## src/rtl/chop_pkg.sv

```systemverilog
package chop_pkg;
  typedef enum logic {
    PH_ON  = 1'b0,
    PH_OFF = 1'b1
  } chop_phase_e;
endpackage

```

## src/rtl/chop_window.sv

```systemverilog
// Saturating on-age counter with a programmable opening threshold.
module chop_window #(
  parameter int W = 8
) (
  input  logic         clk,
  input  logic         rst,
  input  logic         run,
  input  logic [W-1:0] limit,
  output logic         open
);
  localparam logic [W-1:0] AGE_MAX = '1;
  localparam logic [W-1:0] AGE_ONE = W'(1);

  logic [W-1:0] age;

  always_ff @(posedge clk) begin
    if (rst || !run) begin
      age <= '0;
    end else if (age != AGE_MAX) begin
      age <= age + AGE_ONE;
    end
  end

  assign open = run && (age >= limit);
endmodule

```

## src/rtl/chop_trip_gate.sv

```systemverilog
// Qualifies a comparator trip against phase, low-side state and both windows.
module chop_trip_gate (
  input  logic off_active,
  input  logic ls_on,
  input  logic sense_over,
  input  logic blank_open,
  input  logic minon_open,
  output logic fire
);
  always_comb begin
    fire = 1'b0;
    if (!off_active && ls_on && sense_over) begin
      fire = blank_open && minon_open;
    end
  end
endmodule

```

## src/rtl/chop_monostable.sv

```systemverilog
// Non-retriggerable off-time timer; the length is latched at the trip.
module chop_monostable
  import chop_pkg::*;
#(
  parameter int W = 16
) (
  input  logic         clk,
  input  logic         rst,
  input  logic         fire,
  input  logic [W-1:0] period,
  output logic         active
);
  localparam logic [W-1:0] CNT_ONE = W'(1);

  chop_phase_e  phase;
  logic [W-1:0] cnt;

  always_ff @(posedge clk) begin
    if (rst) begin
      phase <= PH_ON;
      cnt   <= '0;
    end else begin
      case (phase)
        PH_ON: begin
          if (fire) begin
            phase <= PH_OFF;
            cnt   <= (period == '0) ? CNT_ONE : period;
          end
        end
        PH_OFF: begin
          if (cnt <= CNT_ONE) begin
            phase <= PH_ON;
            cnt   <= '0;
          end else begin
            cnt <= cnt - CNT_ONE;
          end
        end
        default: phase <= PH_ON;
      endcase
    end
  end

  assign active = (phase == PH_OFF);
endmodule

```

## src/rtl/const_off_chopper.sv

```systemverilog
module const_off_chopper #(
  parameter int BLANK_W = 8,
  parameter int MINON_W = 8,
  parameter int OFF_W   = 16
) (
  input  logic               clk,
  input  logic               rst,
  input  logic               sense_over,
  input  logic               ls_on,
  input  logic [BLANK_W-1:0] cfg_blank,
  input  logic [MINON_W-1:0] cfg_min_on,
  input  logic [OFF_W-1:0]   cfg_off,
  output logic               chop_req
);
  logic on_run;
  logic blank_open;
  logic minon_open;
  logic fire;
  logic off_active;

  // The on age runs only while the low side conducts outside an off phase.
  assign on_run = ls_on && !off_active;

  chop_window #(.W(BLANK_W)) u_blank (
    .clk   (clk),
    .rst   (rst),
    .run   (on_run),
    .limit (cfg_blank),
    .open  (blank_open)
  );

  chop_window #(.W(MINON_W)) u_minon (
    .clk   (clk),
    .rst   (rst),
    .run   (on_run),
    .limit (cfg_min_on),
    .open  (minon_open)
  );

  chop_trip_gate u_gate (
    .off_active (off_active),
    .ls_on      (ls_on),
    .sense_over (sense_over),
    .blank_open (blank_open),
    .minon_open (minon_open),
    .fire       (fire)
  );

  chop_monostable #(.W(OFF_W)) u_mono (
    .clk    (clk),
    .rst    (rst),
    .fire   (fire),
    .period (cfg_off),
    .active (off_active)
  );

  assign chop_req = off_active;
endmodule

```

## config.mk

```make
export PLATFORM = sky130hd
export DESIGN_NAME = const_off_chopper
export DESIGN_NICKNAME = d
export VERILOG_FILES = /design/src/rtl/chop_pkg.sv /design/src/rtl/chop_window.sv /design/src/rtl/chop_trip_gate.sv /design/src/rtl/chop_monostable.sv /design/src/rtl/const_off_chopper.sv
export SDC_FILE = /design/constraint.sdc
export NUM_CORES = 1
export LEC_CHECK = 0
export CAP_MARGIN = 20
export CORE_ASPECT_RATIO = 0.7
export CORE_UTILIZATION = 40
export DETAILED_ROUTE_END_ITERATION = 10
export GPL_ROUTABILITY_DRIVEN = 0
export SLEW_MARGIN = 20
export SYNTH_ARGS = -nofsm -noshare
export SYNTH_HDL_FRONTEND = slang
export SYNTH_SLANG_ARGS = --single-unit
```

## constraint.sdc

```tcl
create_clock -name clk -period 2.76 [get_ports clk]
set_input_delay 0.414 -clock clk [delete_from_list [all_inputs] [get_ports clk]]
set_output_delay 0.414 -clock clk [all_outputs]
set_load 0.01 [all_outputs]
```

==> results of run 1 <==
## sequential cells by signal, indices dropped and copies added, names as in the netlist
| name | flops |
|---|---|
| u_blank.age | 8 |
| u_mono.cnt | 16 |
| u_mono.active | 1 |
| u_minon.age | 8 |
## synth_stat cells, types with 5 or more instances
library cell | number | share of area (%)
sky130_fd_sc_hd__a21oi_1 | 7 | 1.6
sky130_fd_sc_hd__a221o_1 | 6 | 2.7
sky130_fd_sc_hd__a32oi_1 | 5 | 2.0
sky130_fd_sc_hd__clkbuf_1 | 6 | 1.0
sky130_fd_sc_hd__dfxtp_1 | 33 | 29
sky130_fd_sc_hd__ha_1 | 20 | 11
sky130_fd_sc_hd__inv_1 | 24 | 4.0
sky130_fd_sc_hd__mux2i_1 | 9 | 4.0
sky130_fd_sc_hd__nand2_1 | 17 | 2.8
sky130_fd_sc_hd__nand3_1 | 7 | 1.6
sky130_fd_sc_hd__nand4_1 | 5 | 1.4
sky130_fd_sc_hd__nor2_1 | 26 | 4.4
sky130_fd_sc_hd__nor3_1 | 15 | 3.3
sky130_fd_sc_hd__nor4_1 | 7 | 2.0
sky130_fd_sc_hd__o21ai_0 | 11 | 2.5
sky130_fd_sc_hd__o22ai_1 | 5 | 1.4
sky130_fd_sc_hd__xnor2_1 | 8 | 3.1
sky130_fd_sc_hd__xor2_1 | 5 | 2.0
## cells by family after synthesis
family | after synthesis | share of synthesized area, %
muxes | 9 | 4.02
DFF | 33 | 29.4
AOI/OAI and AO/OA | 65 | 21.8
adders and majority gates | 20 | 11.2
xor gates and xnor gates | 13 | 5.08
and+or+nand+nor | 99 | 22.4
buffers and inverters | 35 | 6.08
## worst max-delay path: stages
cell and delay, ps:
sky130_fd_sc_hd__clkdlybuf4s50_1 410, sky130_fd_sc_hd__ha_1 280, sky130_fd_sc_hd__nand2b_1 130, sky130_fd_sc_hd__a2111oi_0 490, sky130_fd_sc_hd__nor4_1 100, sky130_fd_sc_hd__o22ai_1 230, sky130_fd_sc_hd__buf_4 270, sky130_fd_sc_hd__nor2_1 60
sky130_fd_sc_hd__a221o_1 320
## stage by stage
stage	hold WS (ps)	utilization [%]	area [um2]	total power [uW]
global route	551	53.1	2820	1120
finish	518	53.1	2820	1070
CTS	523	53.1	2820	1080
global placement	508	50.9	2700	600
detailed placement	506	50.9	2700	601
floorplan	474	-	2240	534
## final timing paths
check / startpoint / to / slack, ps / cells past startpoint
worst max-delay path: cfg_min_on[0] / u_mono.cnt[5] / 230 / 9
worst min-delay path: u_mono.cnt[3] / u_mono.cnt[3] / 520 / 1
worst max register to register: u_mono.cnt[4] / u_mono.cnt[15] / 330 / 6
worst min register to register: u_mono.cnt[3] / u_mono.cnt[3] / 520 / 1
## power by group through the flow
stage | clock (uW) | combinational, uW | sequential (uW)
6_report | 480 | 108 | 482
3_5_place_dp | 0 | 107 | 493
5_1_grt | 518 | 119 | 483
3_3_place_gp | 0 | 107 | 493
2_1_floorplan | 0 | 41.6 | 492
4_1_cts | 492 | 108 | 482
## metal layers
metal / GRT usage (%) / up-vias / share of wire [%]
met1: 30.8 / 968 / 52
met3: 7.28 / 2 / 7.6
li1: - / 1096 / -
met4: 3.57 / 0 / 0.34
met2: 28.1 / 55 / 40
met5: 0 / - / 0
## area by class of cell
class                      instances  area share [%]
sequential                        33            23.4
inverter                          25            3.33
timing repair buffer              43            14.6
multi-input combinational        206            51.3
tap                               72            3.19
clock buffer                       7            3.06
clock inverter                     1            1.06
## cell usage in the layout (no fill, tap or decap), drive strengths merged, types with 3 or more instances in the layout
master         Yosys  layout
a211o              3       3
a211oi             4       4
a21oi              7       7
a221o              6       6
a31oi              4       4
a32oi              5       5
and3               4       4
buf                4       7
clkbuf             6       7
clkdlybuf4s50      0      36
dfxtp             33      33
ha                20      20
inv               24      24
mux2i              9       9
nand2             17      17
nand3              7       7
nand4              5       5
nor2              27      27
nor3              16      16
nor4               7       7
o211ai             3       3
o21a               4       4
o21ai             13      13
o22ai              5       5
or2                4       4
or4                3       3
xnor2              8       8
xor2               5       5
==> reports/results.txt, run 1 <==
The worst path arrival time was 2710 ps; the number of placed I/O pins was 37. The run finished with clean final reports. The internal portion of the total power is 837 uW. For this run, the top clock speed supported by timing is 396 MHz. The run gives 0.194 mV as the maximum ir drop on the vdd rail.

0 antenna diodes ended up in the layout. TritonCTS built the clock tree. The tools report the via count as 2,121. The final count of negative-setup-slack endpoints came out at 0. Core region area: 0.00531 mm2. The H-tree was split into 2 levels.

In this run, placement finished with an instance count of 379. The number of clock buffers added by TritonCTS is 5. The tools report the cell chosen for the clock root as sky130_fd_sc_hd__clkbuf_8. The logs give 290 ps for the insertion delay of the later-clocked pin in the worst-skew pair and 0.00124 uW for the cell leakage power. STA classifies the critical path endpoint as a flop. The pre-antenna-repair detailed-routing pass consisted of 5 iterations. The total routing resource utilization after global routing is 20.6%, and the clock-pin slew on the worst setup and hold paths is 80 ps.

The remaining global-route overflow came out at 0. In this run, the number of DRC markers left after iteration 0 of detailed routing was 128. The area occupied by multi-input gates is 0.00145 mm2, and the register bit total from synthesis is 33.

The via density per instance is 5.48, and the net count after synthesis is 330. The share of the Yosys chip area taken by registers is 29.4%. Setup repair after global routing left no endpoint under its margin.

The run gives 4.32 mm as the detailed placer's ending HPWL. After the last flow step, the layout net total stands at 370. The tools report the wire length of the first global-routing pass as 9.48 mm. Relative to the synthesized area, the layout overhead comes to 25.7%. The most used flip-flop cell after synthesis is sky130_fd_sc_hd__dfxtp_1. Sequential cells burn 45.1% of the power. The maximum fanout along the worst path was 13.

The clock passes through at most 2 buffers. Yosys printed 0 warnings. The worst hold path belongs to the class reg2reg.

The number of port buffers is 36. Across the run, the number of max-cap violations was 0. The measured slew at the worst slew-check pin was 546 ps; the switching part of the total power was 21.7%.

Once detail routing completed, the nets flagged for antenna violations numbered 0. The number of flops mapped to enable cells by yosys is 0, and the row count is 22. The synthesized instance count was 274.

The tools report the post-place setup slack as -33.4 ps. Per report_power, the clock group accounts for 44.8% of the total. The DRC violation count after routing was 0; the die boundary height was 64.7 um. Setup total negative slack on the finished layout was measured at 0 ps. The share of the cycle needed by the critical path after routing came out at 91.6%.

Number of fillers in the final layout: 527. The worst clock skew came out at 12.9 ps. The number of distinct library cells after synthesis is 51, and the average cell area after synthesis is 8.19 um2. The worst setup path is launched from an input port. The critical path required time came out at 2940 ps. The tools report the die outline area as 0.00592 mm2. The type of the setup path with the least slack is in2reg. The net switching component of the power was 232 uW; the remaining max-slew budget at the tightest pin was 63.5%. Once layout is complete, the cells apart from fillers number 387. Proportion of register bits with asynchronous set or reset after synthesis: 0%. The clock drives 33 sinks.

The area used by sequential logic in the layout was 661 um2; the number of setup buffers added after CTS was 0. The wire length reported by the detailed router was 5.64 mm; the chip width was 91.5 um. The initial utilization of the core area, before any placement, comes to 42.2%. The time the worst path needs with I/O delays and setup came out at 2530 ps.

In the final layout, the share of cells above drive strength 1 is 7.30%. The logs give 0 for the initial antenna violation count and 0 for the post-CTS resize count. Dividing total power by cell area gives a power density of 379 mW/mm2. The average wire per standard cell was 14.6 um.

The share of total power dissipated in combinational logic is 10.1%. The tools report the via count of the first global-routing pass as 1,922. The mapped netlist covers 0.00224 mm2.

For the largest net degree at the start of global routing, the log shows 17. The final max-slew violation count was 0; the least setup slack across all paths after layout was 232 ps. The number of hold violations in the final report is 0. In this run, post-CTS hold repair placed 0 buffers.
Power figures use the tool's default switching activity.
==> run 2: changes to the inputs <==
--- a/config.mk
+++ b/config.mk
@@ -5,11 +5,15 @@
 export SDC_FILE = /design/constraint.sdc
 export NUM_CORES = 1
 export LEC_CHECK = 0
+export ABC_AREA = 1
 export CAP_MARGIN = 20
+export CELL_PAD_IN_SITES_DETAIL_PLACEMENT = 1
+export CELL_PAD_IN_SITES_GLOBAL_PLACEMENT = 1
 export CORE_ASPECT_RATIO = 0.7
-export CORE_UTILIZATION = 40
+export CORE_UTILIZATION = 38
 export DETAILED_ROUTE_END_ITERATION = 10
 export GPL_ROUTABILITY_DRIVEN = 0
+export PLACE_DENSITY_LB_ADDON = 0.1
 export SLEW_MARGIN = 20
 export SYNTH_ARGS = -nofsm -noshare
 export SYNTH_HDL_FRONTEND = slang
==> reports/results.txt, run 2 <==
The run finished with clean final reports. The tools report the final instance count without filler cells as 545. The final route contains 2,682 vias. The library cell used most frequently in the layout, excluding fill and tap cells, is sky130_fd_sc_hd__nand2_1. The most repeated cell in the gate-level netlist after synthesis was sky130_fd_sc_hd__nand2_1.

The net switching component of the power was 258 uW. In this design, the stage delay of the slowest critical-path cell is 450 ps. The run gives 2950 ps as the critical path required time. The logs give 473 for the net count after synthesis and 0 for the final count of negative-setup-slack endpoints. Counting the buffers created by CTS gives 5. After synthesis, the most frequently instantiated cells are sky130_fd_sc_hd__nand2_1, sky130_fd_sc_hd__inv_1, sky130_fd_sc_hd__nor2_1, sky130_fd_sc_hd__dfxtp_1, sky130_fd_sc_hd__nand3_1. After global routing the overflow that remains totals 0. The net count of the finished layout is 509.

Setup repair after global routing left no endpoint under its margin. Entering global routing, the biggest net connects 34 pins. Among the stages of the critical path, the cell type that occurs most often is sky130_fd_sc_hd__nand2_1.

For the register-to-register setup slack, the log shows 760 ps. Counting the fill cells in the layout gives 901. The power density relative to cell area was 313 mW/mm2; the share of the cycle needed by the critical path after routing was 78.2%. In this run the standard cell core region covers 0.00643 mm2. Summing all multi-input logic gate instances after layout gives 0.00162 mm2.

The later pin in the worst-skew pair is clocked with a latency of 290 ps. The worst-case IR drop observed on VDD is 0.149 mV. The tool flagged a number of max-cap violations equal to 0.

The family with the most delay on the worst path is simple AND/OR/NAND/NOR gates. The tools report the count of warnings emitted by yosys as 0. Together, buffers and inverters on the worst path number 2. The total iterations of the first detailed-routing run was 4; the internal power component was 719 uW.

The final max-slew violation count came out at 0. The tools report the type of element capturing the critical path as a flop. The tools report the area used by sequential logic in the layout as 661 um2.

The tree built by TritonCTS fans out to 33 sinks. The tools report the maximum root-to-sink buffer count as 2. The floorplan step set the die width to 101 um. The iteration-0 DRC count of the detailed router was 82; the number of placed cells counting well taps was 537. The area growth from synthesis to layout was 19.4%; the row count was 24. Synthesis instantiated 31 different standard cells from the library. Once detailed placement completed, the half-perimeter wirelength came to 5.57 mm.

The number of hold violations in the final report is 0, and the remaining max-slew budget at the tightest pin is 59.2%. Among all flip-flop cells after synthesis, the most frequent one is sky130_fd_sc_hd__dfxtp_1. The number of hold buffers added after CTS was 0. TritonCTS built the clock tree.

Derived from the worst setup path, the maximum achievable clock frequency is 463 MHz. The netlist area before placement was 0.00261 mm2; the proportion of register bits with asynchronous set or reset after synthesis was 0%. The effective utilization at floorplan was 40.7%. Counting flops per register, the top entry is u_mono.cnt. Dividing the detail-routed via count by the number of cells gives 4.92. In the final layout, the registers with the most flip-flops are u_mono.cnt: 16 flops, u_blank.age: 8 flops, u_minon.age: 8 flops. Synthesized instance count: 417.

In the final routed layout, each cell accounts on average for 12.9 um. The H-tree generated during clock tree synthesis spans 2 levels. Net switching is 26.4% of the power.

The synthesized design contains 0 enable-type register cells. Combinational logic is responsible for 11.9% of the overall power. In the layout the commonest cells are sky130_fd_sc_hd__nand2_1, sky130_fd_sc_hd__inv_1, sky130_fd_sc_hd__nor2_1, sky130_fd_sc_hd__clkdlybuf4s50_1. The tools report the share of synthesized area occupied by flip-flops and latches as 25.3%. The synthesized design devotes to its leading area cell type 25.3% of total area.

Yosys attributes the largest share of cell area to sky130_fd_sc_hd__dfxtp_1, sky130_fd_sc_hd__nand2_1, sky130_fd_sc_hd__inv_1. Initial antenna violation count: 0. Global routing used 21.5% of the available tracks.

The tools report the sequential group share of total power as 49.3%. Clock tree synthesis selected as its root buffer the cell sky130_fd_sc_hd__clkbuf_8. The time the worst path needs with I/O delays and setup works out to 2160 ps. Worst clock skew: 6.84 ps. The run gives 7.01 mm as the wire length reported by the detailed router.

The post-route netlist has 5.95% of its cells at a drive strength greater than 1. The die covers 0.00722 mm2. The average cell area after synthesis is 6.27 um2, and the count of nets left with antenna violations after detail routing is 0. In this run the worst hold path is classified as reg2reg. The setup path with the least slack is of type in2reg. The logs give 0 for the number of setup buffers added after CTS and 2,702 for the via count of the first global-routing pass.

The clock network burns 38.7% of the power. The clock-pin slew on the worst setup and hold paths is 80 ps. The critical path goes through clkdlybuf4s50_1, inv_1, ha_1, nand2_1, nor2_1, nor2_1, nand2_1, nand2_1, nand2_1, nand3_4, a21oi_1, nor2_1. The analysis attributes to cell leakage a power of 0.00165 uW.

The first global-routing pass estimated 12.3 mm of wire. The worst path arrival time was 2350 ps; the final sum of negative setup slack was 0 ps. The number of gates resized after CTS was 0. Slowest library cell on the worst path: sky130_fd_sc_hd__clkdlybuf4s50_1.

The largest total area in the synthesized netlist belongs to sky130_fd_sc_hd__dfxtp_1. For the pin with the worst max-slew slack, the measured transition is 611 ps. The tightest hold margin is 512 ps.

Of all nets on the critical path, the largest fanout is 33. After detailed routing, the number of remaining DRC violations is 0. For this design the top-level I/O count stands at 37. Number of flip-flops under the largest register name: 16. The number of antenna diodes in the final layout is 0.

The register bit total from synthesis came out at 33. The worst setup path is launched from an input port. The number of port buffers was 36. The die boundary height was 71.4 um.
## run 2: path summary, 6_finish.rpt
check / start / endpoint / cells past startpoint
max: cfg_min_on[3] / u_mono.cnt[5] / 12
min: u_blank.age[0] / u_blank.age[0] / 1
max reg2reg: u_mono.active / u_mono.cnt[5] / 6
min reg2reg: u_blank.age[0] / u_blank.age[0] / 1
## run 2: area by class of cell
cell class | count | share of cell area [%]
multi-input cells | 306 | 52.1
flip-flops and latches | 33 | 21.2
repair buffers | 38 | 12.0
inverters | 69 | 8.30
well taps | 91 | 3.65
clock buffers | 5 | 2.21
clock inverters | 3 | 0.562
## run 2: kinds of logic after synthesis
group	count (synthesis)	synth area share, %
flops	33	25.3
compound gates	54	11.4
fa+ha+maj	20	9.58
buf+inv	78	12.5
xor+xnor	12	4.02
simple gates	220	37.1
## run 2: per-stage QoR
stage	total power [uW]	util, %	setup WS [ps]	instance area (um2)
after floorplan	544	-	1160	2610
after global placement	608	47.2	388	3030
after detailed placement	611	47.2	273	3030
after CTS	994	48.5	585	3120
after global routing	1020	48.5	421	3120
final	977	48.5	602	3120
## run 2: layer usage
| metal | GRT usage, % | vias to the layer above | routed length (um) |
|---|---|---|---|
| li1 | - | 1391 | - |
| met1 | 30.8 | 1237 | 3830 |
| met2 | 33.8 | 50 | 2890 |
| met3 | 4.39 | 4 | 241 |
| met4 | 3.86 | 0 | 44 |
| met5 | 0 | - | 0 |
## run 2: power by group through the flow
stage | clock, uW | combinational (uW) | sequential [uW]
2_1_floorplan | 0 | 51.3 | 492
3_3_place_gp | 0 | 115 | 493
3_5_place_dp | 0 | 118 | 493
4_1_cts | 392 | 119 | 482
5_1_grt | 405 | 133 | 483
6_report | 379 | 116 | 482
